File: src/rtl/pkt_cls_pkg.sv
package pkt_cls_pkg;
  localparam int ADDR_W  = 7;
  localparam int BYTE_W  = 8;
  localparam int CNT_W   = 5;
  localparam int NUM_ACT = 6;
  localparam int OP_W    = 3;

  localparam int ACT_PHI   = 0;
  localparam int ACT_PLO   = 1;
  localparam int ACT_START = 2;
  localparam int ACT_DROP  = 3;
  localparam int ACT_WAKE  = 4;
  localparam int ACT_INTR  = 5;

  typedef enum logic [OP_W-1:0] {
    OP_NONE  = 3'd0,
    OP_XBYTE = 3'd1,
    OP_XADDR = 3'd2,
    OP_TOC   = 3'd3,
    OP_DEC   = 3'd4
  } ruleOp_e;

  typedef struct packed {
    logic frameStart;
    logic byteTake;
    logic apply;
    logic selX;
  } dpStb_t;
endpackage

File: src/rtl/pkt_cls_dp.sv
module pkt_cls_dp
  import pkt_cls_pkg::*;
#(
  parameter int ADDR_W = pkt_cls_pkg::ADDR_W,
  parameter int BYTE_W = pkt_cls_pkg::BYTE_W,
  parameter int CNT_W  = pkt_cls_pkg::CNT_W,
  localparam int KEY_W = ADDR_W + BYTE_W
) (
  input  logic              clk,
  input  logic              rstN,
  input  dpStb_t            stb,
  input  logic [BYTE_W-1:0] inData,
  input  logic              inEof,
  input  logic [ADDR_W-1:0] respAddr,
  input  logic [OP_W-1:0]   ruleOp,
  input  logic [CNT_W-1:0]  tocVal,
  output logic [KEY_W-1:0]  keyWord,
  output logic [BYTE_W-1:0] curByte,
  output logic              curEof
);
  logic [ADDR_W-1:0] prevAddr;
  logic [BYTE_W-1:0] xReg;
  logic [CNT_W-1:0]  loopCnt;
  logic              expired;
  ruleOp_e           op;

  assign op      = ruleOp_e'(ruleOp);
  assign expired = (op == OP_DEC) && (loopCnt <= CNT_W'(1));
  assign keyWord = {prevAddr, (stb.selX ? xReg : curByte)};

  always_ff @(posedge clk) begin
    if (!rstN) begin
      prevAddr <= '0;
      xReg     <= '0;
      loopCnt  <= '0;
      curByte  <= '0;
      curEof   <= 1'b0;
    end else if (stb.frameStart) begin
      prevAddr <= '0;
      xReg     <= '0;
      loopCnt  <= '0;
      curByte  <= inData;
      curEof   <= inEof;
    end else if (stb.byteTake) begin
      curByte  <= inData;
      curEof   <= inEof;
    end else if (stb.apply) begin
      prevAddr <= expired ? (respAddr - ADDR_W'(1)) : respAddr;
      case (op)
        OP_XBYTE: xReg    <= curByte;
        OP_XADDR: xReg    <= BYTE_W'(respAddr);
        OP_TOC:   loopCnt <= tocVal;
        OP_DEC:   loopCnt <= expired ? '0 : (loopCnt - CNT_W'(1));
        default:  ;
      endcase
    end
  end

  // a frame start leaves chained address and scratch register cleared
  assert_frame_clear_R2: assert property (@(posedge clk) disable iff (!rstN)
    $past(stb.frameStart) |-> (prevAddr == '0 && xReg == '0));

  // a non-expiring decrement lowers the counter by exactly one
  assert_dec_step_R5: assert property (@(posedge clk) disable iff (!rstN)
    (stb.apply && op == OP_DEC && loopCnt > CNT_W'(1)) |=>
      (loopCnt == $past(loopCnt) - CNT_W'(1)));
endmodule

File: src/rtl/pkt_cls_ctrl.sv
module pkt_cls_ctrl
  import pkt_cls_pkg::*;
#(
  parameter int NACT = pkt_cls_pkg::NUM_ACT
) (
  input  logic            clk,
  input  logic            rstN,
  input  logic            inValid,
  input  logic            inSof,
  input  logic            respValid,
  input  logic            ruleSelX,
  input  logic            ruleConsume,
  input  logic [NACT-1:0] ruleAct,
  input  logic            curEof,
  output logic            inReady,
  output logic            keyValid,
  output dpStb_t          stb,
  output logic [NACT-1:0] actions,
  output logic            dropFlag
);
  typedef enum logic [1:0] {S_IDLE, S_WBYTE, S_ISSUE, S_WRESP} seqState_e;

  seqState_e state, stateNext;
  logic      useX, useXNext;

  always_comb begin
    stateNext      = state;
    useXNext       = useX;
    inReady        = 1'b0;
    keyValid       = 1'b0;
    stb.frameStart = 1'b0;
    stb.byteTake   = 1'b0;
    stb.apply      = 1'b0;
    stb.selX       = useX;
    case (state)
      S_IDLE: begin
        inReady = 1'b1;
        if (inValid && inSof) begin
          stb.frameStart = 1'b1;
          useXNext       = 1'b0;
          stateNext      = S_ISSUE;
        end
      end
      S_WBYTE: begin
        inReady = 1'b1;
        if (inValid) begin
          stb.byteTake = 1'b1;
          stateNext    = S_ISSUE;
        end
      end
      S_ISSUE: begin
        keyValid  = 1'b1;
        stateNext = S_WRESP;
      end
      S_WRESP: begin
        if (respValid) begin
          stb.apply = 1'b1;
          if (curEof) begin
            stateNext = S_IDLE;
          end else if (!ruleSelX) begin
            useXNext  = 1'b0;
            stateNext = S_WBYTE;
          end else if (ruleConsume) begin
            useXNext  = 1'b1;
            stateNext = S_WBYTE;
          end else begin
            useXNext  = 1'b1;
            stateNext = S_ISSUE;
          end
        end
      end
      default: stateNext = S_IDLE;
    endcase
  end

  assign actions = stb.apply ? ruleAct : '0;

  always_ff @(posedge clk) begin
    if (!rstN) begin
      state    <= S_IDLE;
      useX     <= 1'b0;
      dropFlag <= 1'b0;
    end else begin
      state <= stateNext;
      useX  <= useXNext;
      if (stb.apply) begin
        if (curEof)                  dropFlag <= 1'b0;
        else if (ruleAct[ACT_DROP])  dropFlag <= 1'b1;
      end
    end
  end

  // the lookup strobe never lasts more than one cycle
  assert_key_single_R1: assert property (@(posedge clk) disable iff (!rstN)
    keyValid |=> !keyValid);

  // action pulses only appear alongside a returned result
  assert_act_gated_R6: assert property (@(posedge clk) disable iff (!rstN)
    (|actions) |-> respValid);

  // the discard mark is never held while idle
  assert_drop_inframe_R7: assert property (@(posedge clk) disable iff (!rstN)
    dropFlag |-> (state != S_IDLE));
endmodule

File: src/rtl/pkt_cls_seq.sv
module pkt_cls_seq
  import pkt_cls_pkg::*;
#(
  parameter int ADDR_W = pkt_cls_pkg::ADDR_W,
  parameter int BYTE_W = pkt_cls_pkg::BYTE_W,
  parameter int CNT_W  = pkt_cls_pkg::CNT_W,
  localparam int KEY_W    = ADDR_W + BYTE_W,
  localparam int OP_LSB   = 1,
  localparam int TOC_LSB  = OP_LSB + OP_W,
  localparam int ACT_LSB  = TOC_LSB + CNT_W,
  localparam int CONS_BIT = ACT_LSB + NUM_ACT,
  localparam int CTRL_W   = CONS_BIT + 1
) (
  input  logic              clk,
  input  logic              rstN,
  input  logic              inValid,
  input  logic [BYTE_W-1:0] inData,
  input  logic              inSof,
  input  logic              inEof,
  output logic              inReady,
  output logic              keyValid,
  output logic [KEY_W-1:0]  keyWord,
  input  logic              respValid,
  input  logic [ADDR_W-1:0] respAddr,
  input  logic [CTRL_W-1:0] respCtrl,
  output logic              pauseHiLoad,
  output logic              pauseLoLoad,
  output logic              pauseStart,
  output logic              dropPulse,
  output logic              wakePulse,
  output logic              intrPulse,
  output logic [BYTE_W-1:0] pauseByte,
  output logic              dropFlag
);
  dpStb_t             stb;
  logic [NUM_ACT-1:0] actions;
  logic               curEof;

  pkt_cls_ctrl #(.NACT(NUM_ACT)) u_ctrl (
    .clk        (clk),
    .rstN       (rstN),
    .inValid    (inValid),
    .inSof      (inSof),
    .respValid  (respValid),
    .ruleSelX   (respCtrl[0]),
    .ruleConsume(respCtrl[CONS_BIT]),
    .ruleAct    (respCtrl[ACT_LSB +: NUM_ACT]),
    .curEof     (curEof),
    .inReady    (inReady),
    .keyValid   (keyValid),
    .stb        (stb),
    .actions    (actions),
    .dropFlag   (dropFlag)
  );

  pkt_cls_dp #(.ADDR_W(ADDR_W), .BYTE_W(BYTE_W), .CNT_W(CNT_W)) u_dp (
    .clk     (clk),
    .rstN    (rstN),
    .stb     (stb),
    .inData  (inData),
    .inEof   (inEof),
    .respAddr(respAddr),
    .ruleOp  (respCtrl[OP_LSB +: OP_W]),
    .tocVal  (respCtrl[TOC_LSB +: CNT_W]),
    .keyWord (keyWord),
    .curByte (pauseByte),
    .curEof  (curEof)
  );

  assign pauseHiLoad = actions[ACT_PHI];
  assign pauseLoLoad = actions[ACT_PLO];
  assign pauseStart  = actions[ACT_START];
  assign dropPulse   = actions[ACT_DROP];
  assign wakePulse   = actions[ACT_WAKE];
  assign intrPulse   = actions[ACT_INTR];

  // no byte is taken while a lookup is being issued
  assert_ready_key_R11: assert property (@(posedge clk) disable iff (!rstN)
    keyValid |-> !inReady);
endmodule

File: config.mk
export PLATFORM = sky130hd
export DESIGN_NAME = pkt_cls_seq
export DESIGN_NICKNAME = d
export VERILOG_FILES = /design/src/rtl/pkt_cls_pkg.sv /design/src/rtl/pkt_cls_dp.sv /design/src/rtl/pkt_cls_ctrl.sv /design/src/rtl/pkt_cls_seq.sv
export SDC_FILE = /design/constraint.sdc
export NUM_CORES = 1
export LEC_CHECK = 0
export BUFFER_PORTS_ARGS = -buffer_cell sky130_fd_sc_hd__buf_2
export CAP_MARGIN = 5
export CORE_UTILIZATION = 50
export CTS_BUF_LIST = sky130_fd_sc_hd__clkbuf_8
export DETAILED_ROUTE_END_ITERATION = 6
export GPL_ROUTABILITY_DRIVEN = 0
export GPL_TIMING_DRIVEN = 0
export PLACE_DENSITY = 0.81
export REMOVE_ABC_BUFFERS = 1
export SLEW_MARGIN = 10
export SYNTH_ARGS = -nofsm -noshare
export SYNTH_HDL_FRONTEND = slang
export SYNTH_SLANG_ARGS = --single-unit
File: constraint.sdc
create_clock -name clk -period 1.8 [get_ports clk]
set_input_delay 0.09 -clock clk [delete_from_list [all_inputs] [get_ports clk]]
set_output_delay 0.09 -clock clk [all_outputs]
set_load 0.05 [all_outputs]
Word-level counts from Yosys, hierarchy flattened
Cells that the tools add are included.
- $add $sub $neg: 2
- bitwise gates (word level): 2
- reduce and logical (&&, ||, !) cells: 16
- order comparisons: 1
- multiplexer cells: 32
- eq/ne operators: 11
- operators with widths (kind ; count):
    $mux W8 ; 3
    $mux W1 ; 16
    $pmux W8 S2 ; 1
    $mux W2 ; 6
    $pmux W5 S2 ; 1
    $reduce_bool A2 Y1 ; 5
    $reduce_and A3 Y1 ; 3
    $pmux W2 S4 ; 1
    $mux W7 ; 1
    $sub A7 B1 Y7 const B ; 1
    $eq A3 B2 Y1 const B ; 2
    $mux W6 ; 1
    $ne A2 B2 Y1 const B ; 3
    $le A5 B1 Y1 const B ; 1
    $mux W5 ; 1
    $sub A5 B1 Y5 const B ; 1
    $eq A2 B2 Y1 const B ; 2
    $reduce_and A2 Y1 ; 2
    $reduce_and A4 Y1 ; 1
    $reduce_or A2 Y1 ; 2
    $eq A3 B1 Y1 const B ; 1
    $eq A3 B3 Y1 const B ; 1
    $eq A2 B1 Y1 const B ; 1
    $logic_and A1 B1 Y1 ; 2
    4 further kinds ; 5
- word-level logic and storage cells: 72
- bits in registers: 33
- input port bits: 37

Longest topological paths before layout
Gate-level depths: netlist of run 1.
- word-level depth: 5
- depth in mapped cells: 8
- mapped depth without buffers: 7

Cells and area by module
A second synthesis of run 1 with hierarchy kept.
- cells, all modules: 212
- area, all modules: 1823.0 µm²
- modules (own cells, without submodules) (module ; area an instance (µm²) ; cells an instance ; instances):
    pkt_cls_dp ; 1562.7 ; 177 ; 1
    pkt_cls_ctrl ; 260.2 ; 35 ; 1

Worst setup path before layout of run 1
No wires, ideal clock.
- path kind: register to register
- start: reg u_dp.loopCnt[1]
- end: reg u_dp.loopCnt[2]
- slack: 155 ps
- data required time: 1713 ps
- buffers on the path: 1
- library setup time: 87 ps
- period minus slack after synthesis: 1645 ps
- cell stages (with the launch flop): 9
- arrival time: 1558 ps
- path through: dfxtp_1 > inv_1 > ha_1 > o21bai_2 > and2_1 > buf_2 > nor4b_2 > a21oi_1 > o31ai_1
- longest elaborated chain between the ends: 4
- elaborated cells on any way between the ends: 5
- those cells by class: add/sub: 1; order compare: 1; mux: 2; reduce/logical: 1
- RTL lines (item ; line ; RTL):
    start, declared ; pkt_cls_dp.sv:23 ; logic [CNT_W-1:0] loopCnt;
    start signal, assigned ; pkt_cls_dp.sv:52 ; OP_TOC: loopCnt <= tocVal;
    start signal, assigned ; pkt_cls_dp.sv:53 ; OP_DEC: loopCnt <= expired ? '0 : (loopCnt - CNT_W'(1));
    $le A5 B1 Y1 ; pkt_cls_dp.sv:28 ; assign expired = (op == OP_DEC) && (loopCnt <= CNT_W'(1));
    $logic_and A1 B1 Y1 ; pkt_cls_dp.sv:28 ;
    $mux W5 * ; pkt_cls_dp.sv:53 ;
    $pmux W5 S2 * ; pkt_cls_dp.sv:49 ; case (op)
Mark *: on every way between the ends. The rest lies on a longest branch, timed or not.
A chain may end at the register's enable or synchronous reset.

Worst setup path after layout of run 1
- start: reg u_ctrl.state[1]
- end: out dropPulse
- longest elaborated chain between the ends: 3
- RTL lines (item ; line ; RTL):
    start, declared ; pkt_cls_ctrl.sv:23 ; seqState_e state, stateNext;
    start signal, assigned ; pkt_cls_ctrl.sv:84 ; state <= stateNext;
    $eq A2 B2 Y1 ; pkt_cls_ctrl.sv:35 ; case (state)
    $mux W1 ; pkt_cls_ctrl.sv:35 ;
    $mux W6 ; pkt_cls_ctrl.sv:76 ; assign actions = stb.apply ? ruleAct : '0;
    end, declared ; pkt_cls_seq.sv:29 ; output logic dropPulse,
Every way passes these cells.

==> metrics.txt, run 1 <==
1st-pass router iterations 4; Site Rows 21; CTS root buffer clkbuf_8; Hold Path Stages 3; first-pass GRT wire length approximately 7.0 mm; clk sink count 33; Primary FF master, synth dfxtp_1; Max Freq 599.9 MHz; die area between 0.003 and 0.004 sq mm; post-synthesis cell count 200; layout cells sized above 1 36.98%; Slew HR a little under half; Mapped Area 0.001867 sq mm; clk_skew 0.006102 ns; dpl hpwl 3.089 mm; critical path arrival 1.58 ns; Final nets 305; mean post-synth cell area 9.334 sq um; Yosys warning count 0; R2R depth 7; Seq/Total Area, Yosys between 30 and 40%; Critical Path Fanout Max 20; EDFF count, synth 0; CTS Hold Buffers Added 0; commonest cells after routing, fill and taps aside 68 x buf_2, 32 x dfxtp_1, 19 x a21oi_1, 17 x mux2i_1, 16 x nor2_1; Setup Crit Path Kind reg2out; n_diodes 0; FF-to-FF Start u_dp.loopCnt[1]$_SDFFE_PP0P_; Max Slew Vio Count 0; initial antenna violation count 0; Starting Density 53.82%; Final ANT Viol Nets 0; Final min period 1.667 ns; io pins 69; Avg WL per Cell 13.09 um; drt total wl 4.071 mm; Req. time, crit path 1.71 ns; area delta synth->final 24.06%; DP Cell Count 303; Power Dens Cells just over 700 mW/mm^2; RSZ-0062 raised after global routing true; measured slew at the worst slew-check pin between 0.7 and 0.8 ns; Pint 1.155 mW; Sw Pwr 0.4760 mW; Yosys reg bits 33; Sw Share 29.19%; sequential power share approximately 47%; CP startpoint kind register; core outline area 0.003468 sq mm; global routing met3 resource utilization a little over 7%; HP Start inEof; Layout Utilization around 67%; Async SR Flop Fraction 0%; TritonCTS clock tree yes; vias in the first global route 1478; LEAKAGE a little under 1 nW; Setup violations, final 0; GRT Total Usage 22.85%; VDD IR max a little under 0.6 mV; CTS buffer count 5; Die Y 63.11 um; Vias 1653; Gate power share 19.1%; Tcrit/Tclk final between 90% and 100%; worst reg2reg path endpoint u_dp.loopCnt[2]$_SDFFE_PP0P_; Worst-path clk slew 0.06 ns; met1 usage 29.02%; Vias/cell 5.315; Initial DRC Count 110; depth of the CTS H-tree 2; largest net degree at the start of global routing 21; port buffer count 68; chip width 63.11 um; clock power share 33.6%; commonest non-fill, non-tap cell in the layout buf_2; final hold vios 0; status finished clean; Setup TNS Final 0 ns; Yosys cell types 40; most used routing layer met2; crit end category primary output; Worst R2R Setup Slack 0.14 ns; Clock Tree Buf Depth 2; Finished Layout Cells 311; MaxCap Viol Count 0; Hold Path Class in2reg; hold endpoint u_dp.curEof$_SDFFE_PN0P_; # DRC 0; total gr overflow 0; worst skew pair latency 0.28 ns; routing usage on met2 roughly a third
## cell type report
type                       count  area [sq um]
fill                         320          1152
multi-input combinational    151          1131
sequential                    33         661.9
timing repair buffer          69         360.3
clock buffer                   6         82.58
tap                           46         57.56
inverter                       5         18.77
clock inverter                 1         3.754
## power groups by stage
stage / combinational [mW] / sequential, mW / clock (mW)
2_1_floorplan: 0.167 / 0.825 / 0
6_report: 0.312 / 0.770 / 0.548
3_5_place_dp: 0.311 / 0.786 / 0
5_1_grt: 0.337 / 0.773 / 0.599
3_3_place_gp: 0.306 / 0.785 / 0
4_1_cts: 0.312 / 0.770 / 0.557
## per-layer routing
metal	share of wire, %	vias up
li1	-	839
met4	1.5	0
met2	48	44
met5	0	-
met1	46	765
met3	5.3	5
## synth_stat cells, types with 2 or more instances
library cell,instances,area [sq um]
dfxtp_1,33,660.6
a21oi_1,19,95.09
mux2i_1,17,170.2
nor2_1,16,60.06
nor2b_1,12,75.07
o21ai_0,10,50.05
a211oi_1,8,60.06
and2_1,8,50.05
mux2_2,8,90.09
nand2_1,8,30.03
xnor2_1,6,52.55
inv_1,5,18.77
buf_2,4,20.02
clkbuf_1,4,15.01
nand3_1,4,20.02
o31ai_1,4,30.03
buf_6,3,33.78
ha_1,3,37.54
nor4_4,3,63.81
nand3b_1,2,15.01
nor3_1,2,10.01
nor3b_1,2,15.01
o211ai_1,2,15.01
## timing repair
| action | in CTS | in global routing |
|---|---|---|
| buffers inserted | 0 | 1 |
| endpoints found under the setup margin | 6 | 16 |
| pin swaps | 0 | 1 |
| resized for setup | 1 | 4 |
## cells by family after synthesis
logic type      count (synthesis)  synth area share [%]
compound gates                 48                 15.82
flops                          33                 35.39
mux                            25                 13.94
simple gates                   68                 24.87
xor+xnor                        7                 3.284
fa+ha+maj                       3                 2.011
buf+inv                        16                 4.691
## worst max path at each step
| stage | cells past startpoint | endpoint | from |
|---|---|---|---|
| after floorplan | 3 | u_ctrl.dropFlag$_SDFFE_PN0P_ | u_ctrl.state[1]$_SDFFE_PN0P_ |
| after CTS | 7 | u_dp.loopCnt[2]$_SDFFE_PP0P_ | u_dp.loopCnt[1]$_SDFFE_PP0P_ |
| after global routing | 7 | u_dp.loopCnt[2]$_SDFFE_PP0P_ | u_dp.loopCnt[1]$_SDFFE_PP0P_ |
| after detailed placement | 7 | u_dp.loopCnt[2]$_SDFFE_PP0P_ | u_dp.loopCnt[1]$_SDFFE_PP0P_ |
| after global placement | 4 | u_dp.xReg[3]$_SDFFE_PP0P_ | respCtrl[2] |
| final | 3 | dropPulse | u_ctrl.state[1]$_SDFFE_PN0P_ |
## stage by stage
stage	instance area, sq um	power (mW)	setup slack [ns]	hold slack, ns
after global placement	2196	1.091	-0.1435	0.3434
after CTS	2288	1.640	0.01151	0.06186
after floorplan	1798	0.9920	0.1712	0.2182
after global routing	2316	1.710	-0.04498	0.06546
final	2316	1.631	0.1331	0.06921
after detailed placement	2201	1.098	0.03383	0.3566
## critical path, cell delays in order, from the launching register on
cell and delay (ns):
dfxtp_1 0.49, and3_4 0.37, and2_1 0.17, buf_2 0.26
## flip-flops by register name (all words and copies together), names as in the netlist
signal and count:
u_ctrl.dropFlag 1, u_dp.curEof 1, u_dp.loopCnt 5, u_dp.xReg 8, u_ctrl.useX 1, u_dp.curByte 8
u_dp.prevAddr 7, u_ctrl.state 2
(Power assumes the default switching activity.)
==> inputs of run 2 (changes only) <==
- MAX_ROUTING_LAYER: default -> met4
==> run 2 against run 1 <==
  * Clock-buffer cell count unchanged
  * Utilization unchanged
  * Sequential power about the same
  * Critical endpoint is now u_dp.loopCnt[2]$_SDFFE_PP0P_
  * Clock power about the same
  * Non-clock buffer count did not move
  * Largest power group unchanged
==> metrics.txt, run 2 (synthesis results as in run 1) <==
Tcrit/Tclk final 92.65%; port buffer count 68; crit-path cells inv_1, ha_1, o21bai_2, and2_4, nor4b_2, a21oi_1, o31ai_1; depth of the CTS H-tree 2; dpl hpwl 3.089 mm; FF-to-FF Start u_dp.loopCnt[1]$_SDFFE_PP0P_; chip width roughly 63 um; CTS root buffer clkbuf_8; Site Rows 21; Setup Crit Path Kind reg2reg; RSZ-0062 raised after global routing true; worst skew pair latency 0.28 ns; area delta synth->final 24.06%; Critical Path Stages 7; vias in the first global route 1478; Starting Density a little over half; layout cells sized above 1 36.98%; Setup violations, final 0; 1st-pass router iterations 4; Setup TNS Final 0 ns; Final min period 1.668 ns; Hold Path Class in2reg; Finished Layout Cells around 310; n_diodes 0; final hold vios 0; commonest non-fill, non-tap cell in the layout buf_2; DP Cell Count 303; Setup crit start u_dp.loopCnt[1]$_SDFFE_PP0P_; R2R depth 7; Max Slew Vio Count 0; Clock Tree Buf Depth 2; initial antenna violation count 0; clk_skew ~0.0068 ns; drt total wl approximately 4 mm; VDD IR max 0.5934 mV; Final nets 305; worst reg2reg path endpoint u_dp.loopCnt[2]$_SDFFE_PP0P_; CP endpoint u_dp.loopCnt[2]$_SDFFE_PP0P_; GRT Total Usage 23.50%; MaxCap Viol Count 0; Avg WL per Cell roughly 13 um; pre-CTS WS 0.03383 ns; total gr overflow 0; CTS buffer count 5; Vias/cell 5.299; Final ANT Viol Nets 0; LEAKAGE 0.9826 nW; top flop regs u_dp.curByte x8, u_dp.xReg x8, u_dp.prevAddr x7; CP max-delay cell dfxtp_2; Req. time, crit path 2.00 ns; core outline area around 0.0035 sq mm; io pins 69; Initial DRC Count 100; TritonCTS clock tree yes; # DRC 0; Slew HR 46.59%; HP Start inEof; Max Freq roughly 600 MHz; Vias 1648; status finished clean; Power Dens Cells 704.3 mW/mm^2; Critical path buffers and inverters 1; Critical Path Fanout Max 6; CP startpoint kind register; crit end category register; CP top delay family compound AO/OA/AOI/OAI gates; Final WS setup approximately 0.13 ns; measured slew at the worst slew-check pin 0.7977 ns; first-pass GRT wire length 7.003 mm; Worst R2R Setup Slack 0.13 ns; CP max stage delay 0.37 ns; clk sink count 33; Die Y between 60 and 70 um; Worst-path clk slew 0.07 ns; critical path arrival around 1.9 ns; die area 0.003982 sq mm; largest net degree at the start of global routing 21; total power 1.631 mW; commonest cells after routing, fill and taps aside 68 x buf_2, 32 x dfxtp_1, 19 x a21oi_1, 17 x mux2i_1, 16 x nor2_1
run 2: cell counts in the layout (fill, tap and decap cells not counted):
Identical to the previous run, type by type.
run 2: routing by layer:
metal  vias to the layer above  routed length (um)  share of wire, %  global-route usage [%]
li1                        838                   -                 -                       -
met1                       763                1865                46                   29.02
met2                        42                1946                48                   34.95
met3                         5                 207               5.1                   7.065
met4                         0                  60               1.5                   10.76
met5                         -                   0                 0                       -
run 2: worst register-to-register path, stage by stage, from the launching register on:
cell and delay, ns:
dfxtp_2 0.37, inv_1 0.07, ha_1 0.17, o21bai_2 0.25
and2_4 0.20, nor4b_2 0.27, a21oi_1 0.07, o31ai_1 0.19
run 2: what timing repair did:
| action | CTS | global route |
|---|---|---|
| resized for setup | 1 | 4 |
| buffers inserted | 0 | 1 |
| endpoints found under the setup margin | 6 | 16 |
| pin swaps | 0 | 1 |
| hold buffers | 0 | 0 |
run 2: area by class of cell:
type                            count  area, sq um
Clock inverter                      1        3.754
Sequential cell                    33        661.9
Multi-Input combinational cell    151         1131
Fill cell                         320         1152
Clock buffer                        6        82.58
Timing Repair Buffer               69        360.3
Tap cell                           46        57.56
Inverter                            5        18.77
run 2: per-stage QoR:
step	hold slack (ns)	utilization (%)	cell area, sq um
after global placement	0.3434	63.31	2196
after detailed placement	0.3566	63.46	2201
final	0.06918	66.77	2316
after floorplan	0.2182	-	1798
after CTS	0.06186	65.98	2288
after global routing	0.06547	66.77	2316
run 2: how the worst min path moves through the flow:
stage | to | slack [ns] | cells past startpoint
floorplan | u_ctrl.state[0]$_SDFFE_PN0P_ | 0.22 | 1
global placement | u_dp.curByte[3]$_SDFFE_PN0P_ | 0.34 | 3
detailed placement | u_dp.curByte[6]$_SDFFE_PN0P_ | 0.36 | 3
CTS | u_dp.curEof$_SDFFE_PN0P_ | 0.06 | 3
global route | u_dp.curEof$_SDFFE_PN0P_ | 0.07 | 3
finish | u_dp.curEof$_SDFFE_PN0P_ | 0.07 | 3
run 2: report_power, final:
part / total (mW) / leakage [nW] / switching [mW] / internal, mW
logic: 0.312 / 0.666 / 0.203 / 0.109
clock network: 0.549 / 0.0485 / 0.251 / 0.297
registers: 0.770 / 0.268 / 0.0217 / 0.749
==> inputs of run 3 (changes only) <==
- CORE_UTILIZATION: 50 -> 25
- CTS_BUF_LIST: sky130_fd_sc_hd__clkbuf_8 -> default
- PLACE_DENSITY: 0.81 -> default
==> run 3 against run 2 <==
  * Wire length increased by 11%
  * Non-clock buffer count is the same
  * Sequential power about the same
  * Highest routed layer unchanged
  * Final area rose by 2.8%
  * Sequential cell count unchanged
  * Maximum frequency fell by 1.4%
  * Critical path depth shrank 4
  * Largest power group unchanged
  * Clock power about the same
  * First-iteration DRC count fell by 47%
  * Combinational power is 1% higher
==> metrics.txt, run 3 (synthesis results as in run 1) <==
HP Start inData[5]; core outline area 0.007253 sq mm; CTS Hold Buffers Added 0; n_diodes 0; commonest non-fill, non-tap cell in the layout buf_2; DP Cell Count 356; Vias about 1600; sequential power share 47.1%; first-pass GRT wire length 7.224 mm; Max Freq 591.4 MHz; fill count 787; clock power share 33.6%; Tcrit/Tclk final about 94%; clk sink count 33; Starting Density around a quarter; final hold vios 0; VDD IR max around 0.37 mV; Sw Pwr 0.5098 mW; Vias/cell 4.501; Max Slew Vio Count 0; Hold WS roughly 0.063 ns; R2R depth 7; hold endpoint u_dp.curByte[5]$_SDFFE_PN0P_; clk_skew 0.006059 ns; FF-to-FF Start u_dp.loopCnt[1]$_SDFFE_PP0P_; Die Y 88.41 um; CP startpoint kind register; Worst R2R Setup Slack 0.11 ns; 1st-pass router iterations 4; status finished clean; critical path arrival 1.60 ns; Setup Crit Path Kind reg2out; measured slew at the worst slew-check pin between 0.8 and 0.9 ns; Critical path buffers and inverters 1; Power Dens Cells 685.9 mW/mm^2; Sw Share 31.22%; worst skew pair latency about 0.28 ns; CP max stage delay 0.51 ns; drt total wl 4.509 mm; total power 1.633 mW; io pins approximately 70; port buffer count 68; top flop regs u_dp.curByte x8, u_dp.xReg x8, u_dp.prevAddr x7; Setup violations, final 0; worst reg2reg path endpoint u_dp.loopCnt[0]$_SDFFE_PP0P_; Critical Path Fanout Max 20; CTS buffer count 5; commonest cells after routing, fill and taps aside 68 x buf_2, 32 x dfxtp_1, 19 x a21oi_1, 17 x mux2i_1, 16 x nor2_1; depth of the CTS H-tree 2; initial antenna violation count 0; CP top delay family simple AND/OR/NAND/NOR gates; Final min period 1.691 ns; die area 0.007816 sq mm; area delta synth->final 27.55%; layout cells sized above 1 37.59%; Worst-path clk slew about 0.07 ns; crit-path cells and3_4, and2_1, buf_2; largest net degree at the start of global routing 21; Pint 1.123 mW; # DRC 0; TritonCTS clock tree yes; Req. time, crit path 1.71 ns; Final nets 305; vias in the first global route around 1500; CTS root buffer clkbuf_8; Finished Layout Cells 365; Gate power share 19.3%; Clock Tree Buf Depth 2; RSZ-0062 raised after global routing false; CP max-delay cell dfxtp_1; Final ANT Viol Nets 0; chip width 88.41 um; LEAKAGE 0.9750 nW; Hold Path Class in2reg; Avg WL per Cell 12.35 um; crit end category primary output; total gr overflow 0; Initial DRC Count 53; Site Rows 31; Hold Path Stages 3; Slew HR 44.31%; dpl hpwl 3.454 mm; GRT Total Usage 12.48%; MaxCap Viol Count 0
-- run 3: cell types whose count changed in the layout (fill, tap and decap cells not counted) --
cell	before	now
clkinv_2	0	2
inv_1	6	5
and2_2	0	1
clkinvlp_4	0	1
clkbuf_8	6	5
and2_4	1	0
-- run 3: stage by stage --
step                      util (%)  cell area [sq um]  worst slack, ns  TNS, ns
after floorplan                  -               1798           0.1712        0
after global placement       31.19               2262          -0.1745   -1.165
after detailed placement     31.26               2267          0.06820        0
after CTS                    32.52               2359          0.04422        0
after global routing         32.83               2381          0.02058        0
final                        32.83               2381           0.1090        0
-- run 3: worst reg2reg max path, delay by kind of cell (launching register included) --
family	cells	cell delay, ns
adders and majority gates	1	0.17
buffers and inverters	1	0.07
AOI/OAI and AO/OA	4	0.74
DFF	1	0.37
and+or+nand+nor	1	0.25
-- run 3: how the worst max path moves through the flow --
stage	startpoint	to	cells past startpoint	slack, ns
floorplan	u_ctrl.state[1]$_SDFFE_PN0P_	u_ctrl.dropFlag$_SDFFE_PN0P_	3	0.17
global placement	respCtrl[2]	u_dp.xReg[5]$_SDFFE_PP0P_	4	-0.17
detailed placement	u_dp.loopCnt[1]$_SDFFE_PP0P_	u_dp.loopCnt[0]$_SDFFE_PP0P_	7	0.07
CTS	u_dp.loopCnt[1]$_SDFFE_PP0P_	u_dp.loopCnt[0]$_SDFFE_PP0P_	7	0.04
global route	u_dp.loopCnt[1]$_SDFFE_PP0P_	u_dp.loopCnt[0]$_SDFFE_PP0P_	7	0.02
finish	u_ctrl.state[1]$_SDFFE_PN0P_	dropPulse	3	0.11
-- run 3: final cells by class --
class	instances	area, sq um	share of cell area [%]
multi-input combinational	151	1130	47.45
tap	99	123.9	5.202
clock buffer	5	68.82	2.890
timing repair buffer	69	360.3	15.13
clock inverter	3	17.52	0.7357
inverter	5	18.77	0.7882
sequential	33	661.9	27.80
-- run 3: power by group through the flow --
stage | logic (mW) | clock network [mW] | registers [mW]
3_3_place_gp | 0.313 | 0 | 0.784
5_1_grt | 0.341 | 0.603 | 0.772
2_1_floorplan | 0.167 | 0 | 0.825
4_1_cts | 0.319 | 0.575 | 0.769
3_5_place_dp | 0.318 | 0 | 0.785
6_report | 0.316 | 0.548 | 0.769
-- run 3: timing repair --
action / in CTS / in global routing
pin swaps: 0 / 1
setup endpoints to repair: 6 / 6
buffers inserted: 0 / 1
resized for setup: 2 / 2
-- run 3: per-layer routing --
layer  GRT usage (%)  vias to the layer above  share of wire [%]
met5               -                        -                  0
met4           4.545                        0                1.2
met3           3.545                        6                4.9
met2           18.53                       41                 47
met1           16.10                      754                 47
li1                -                      842                  -
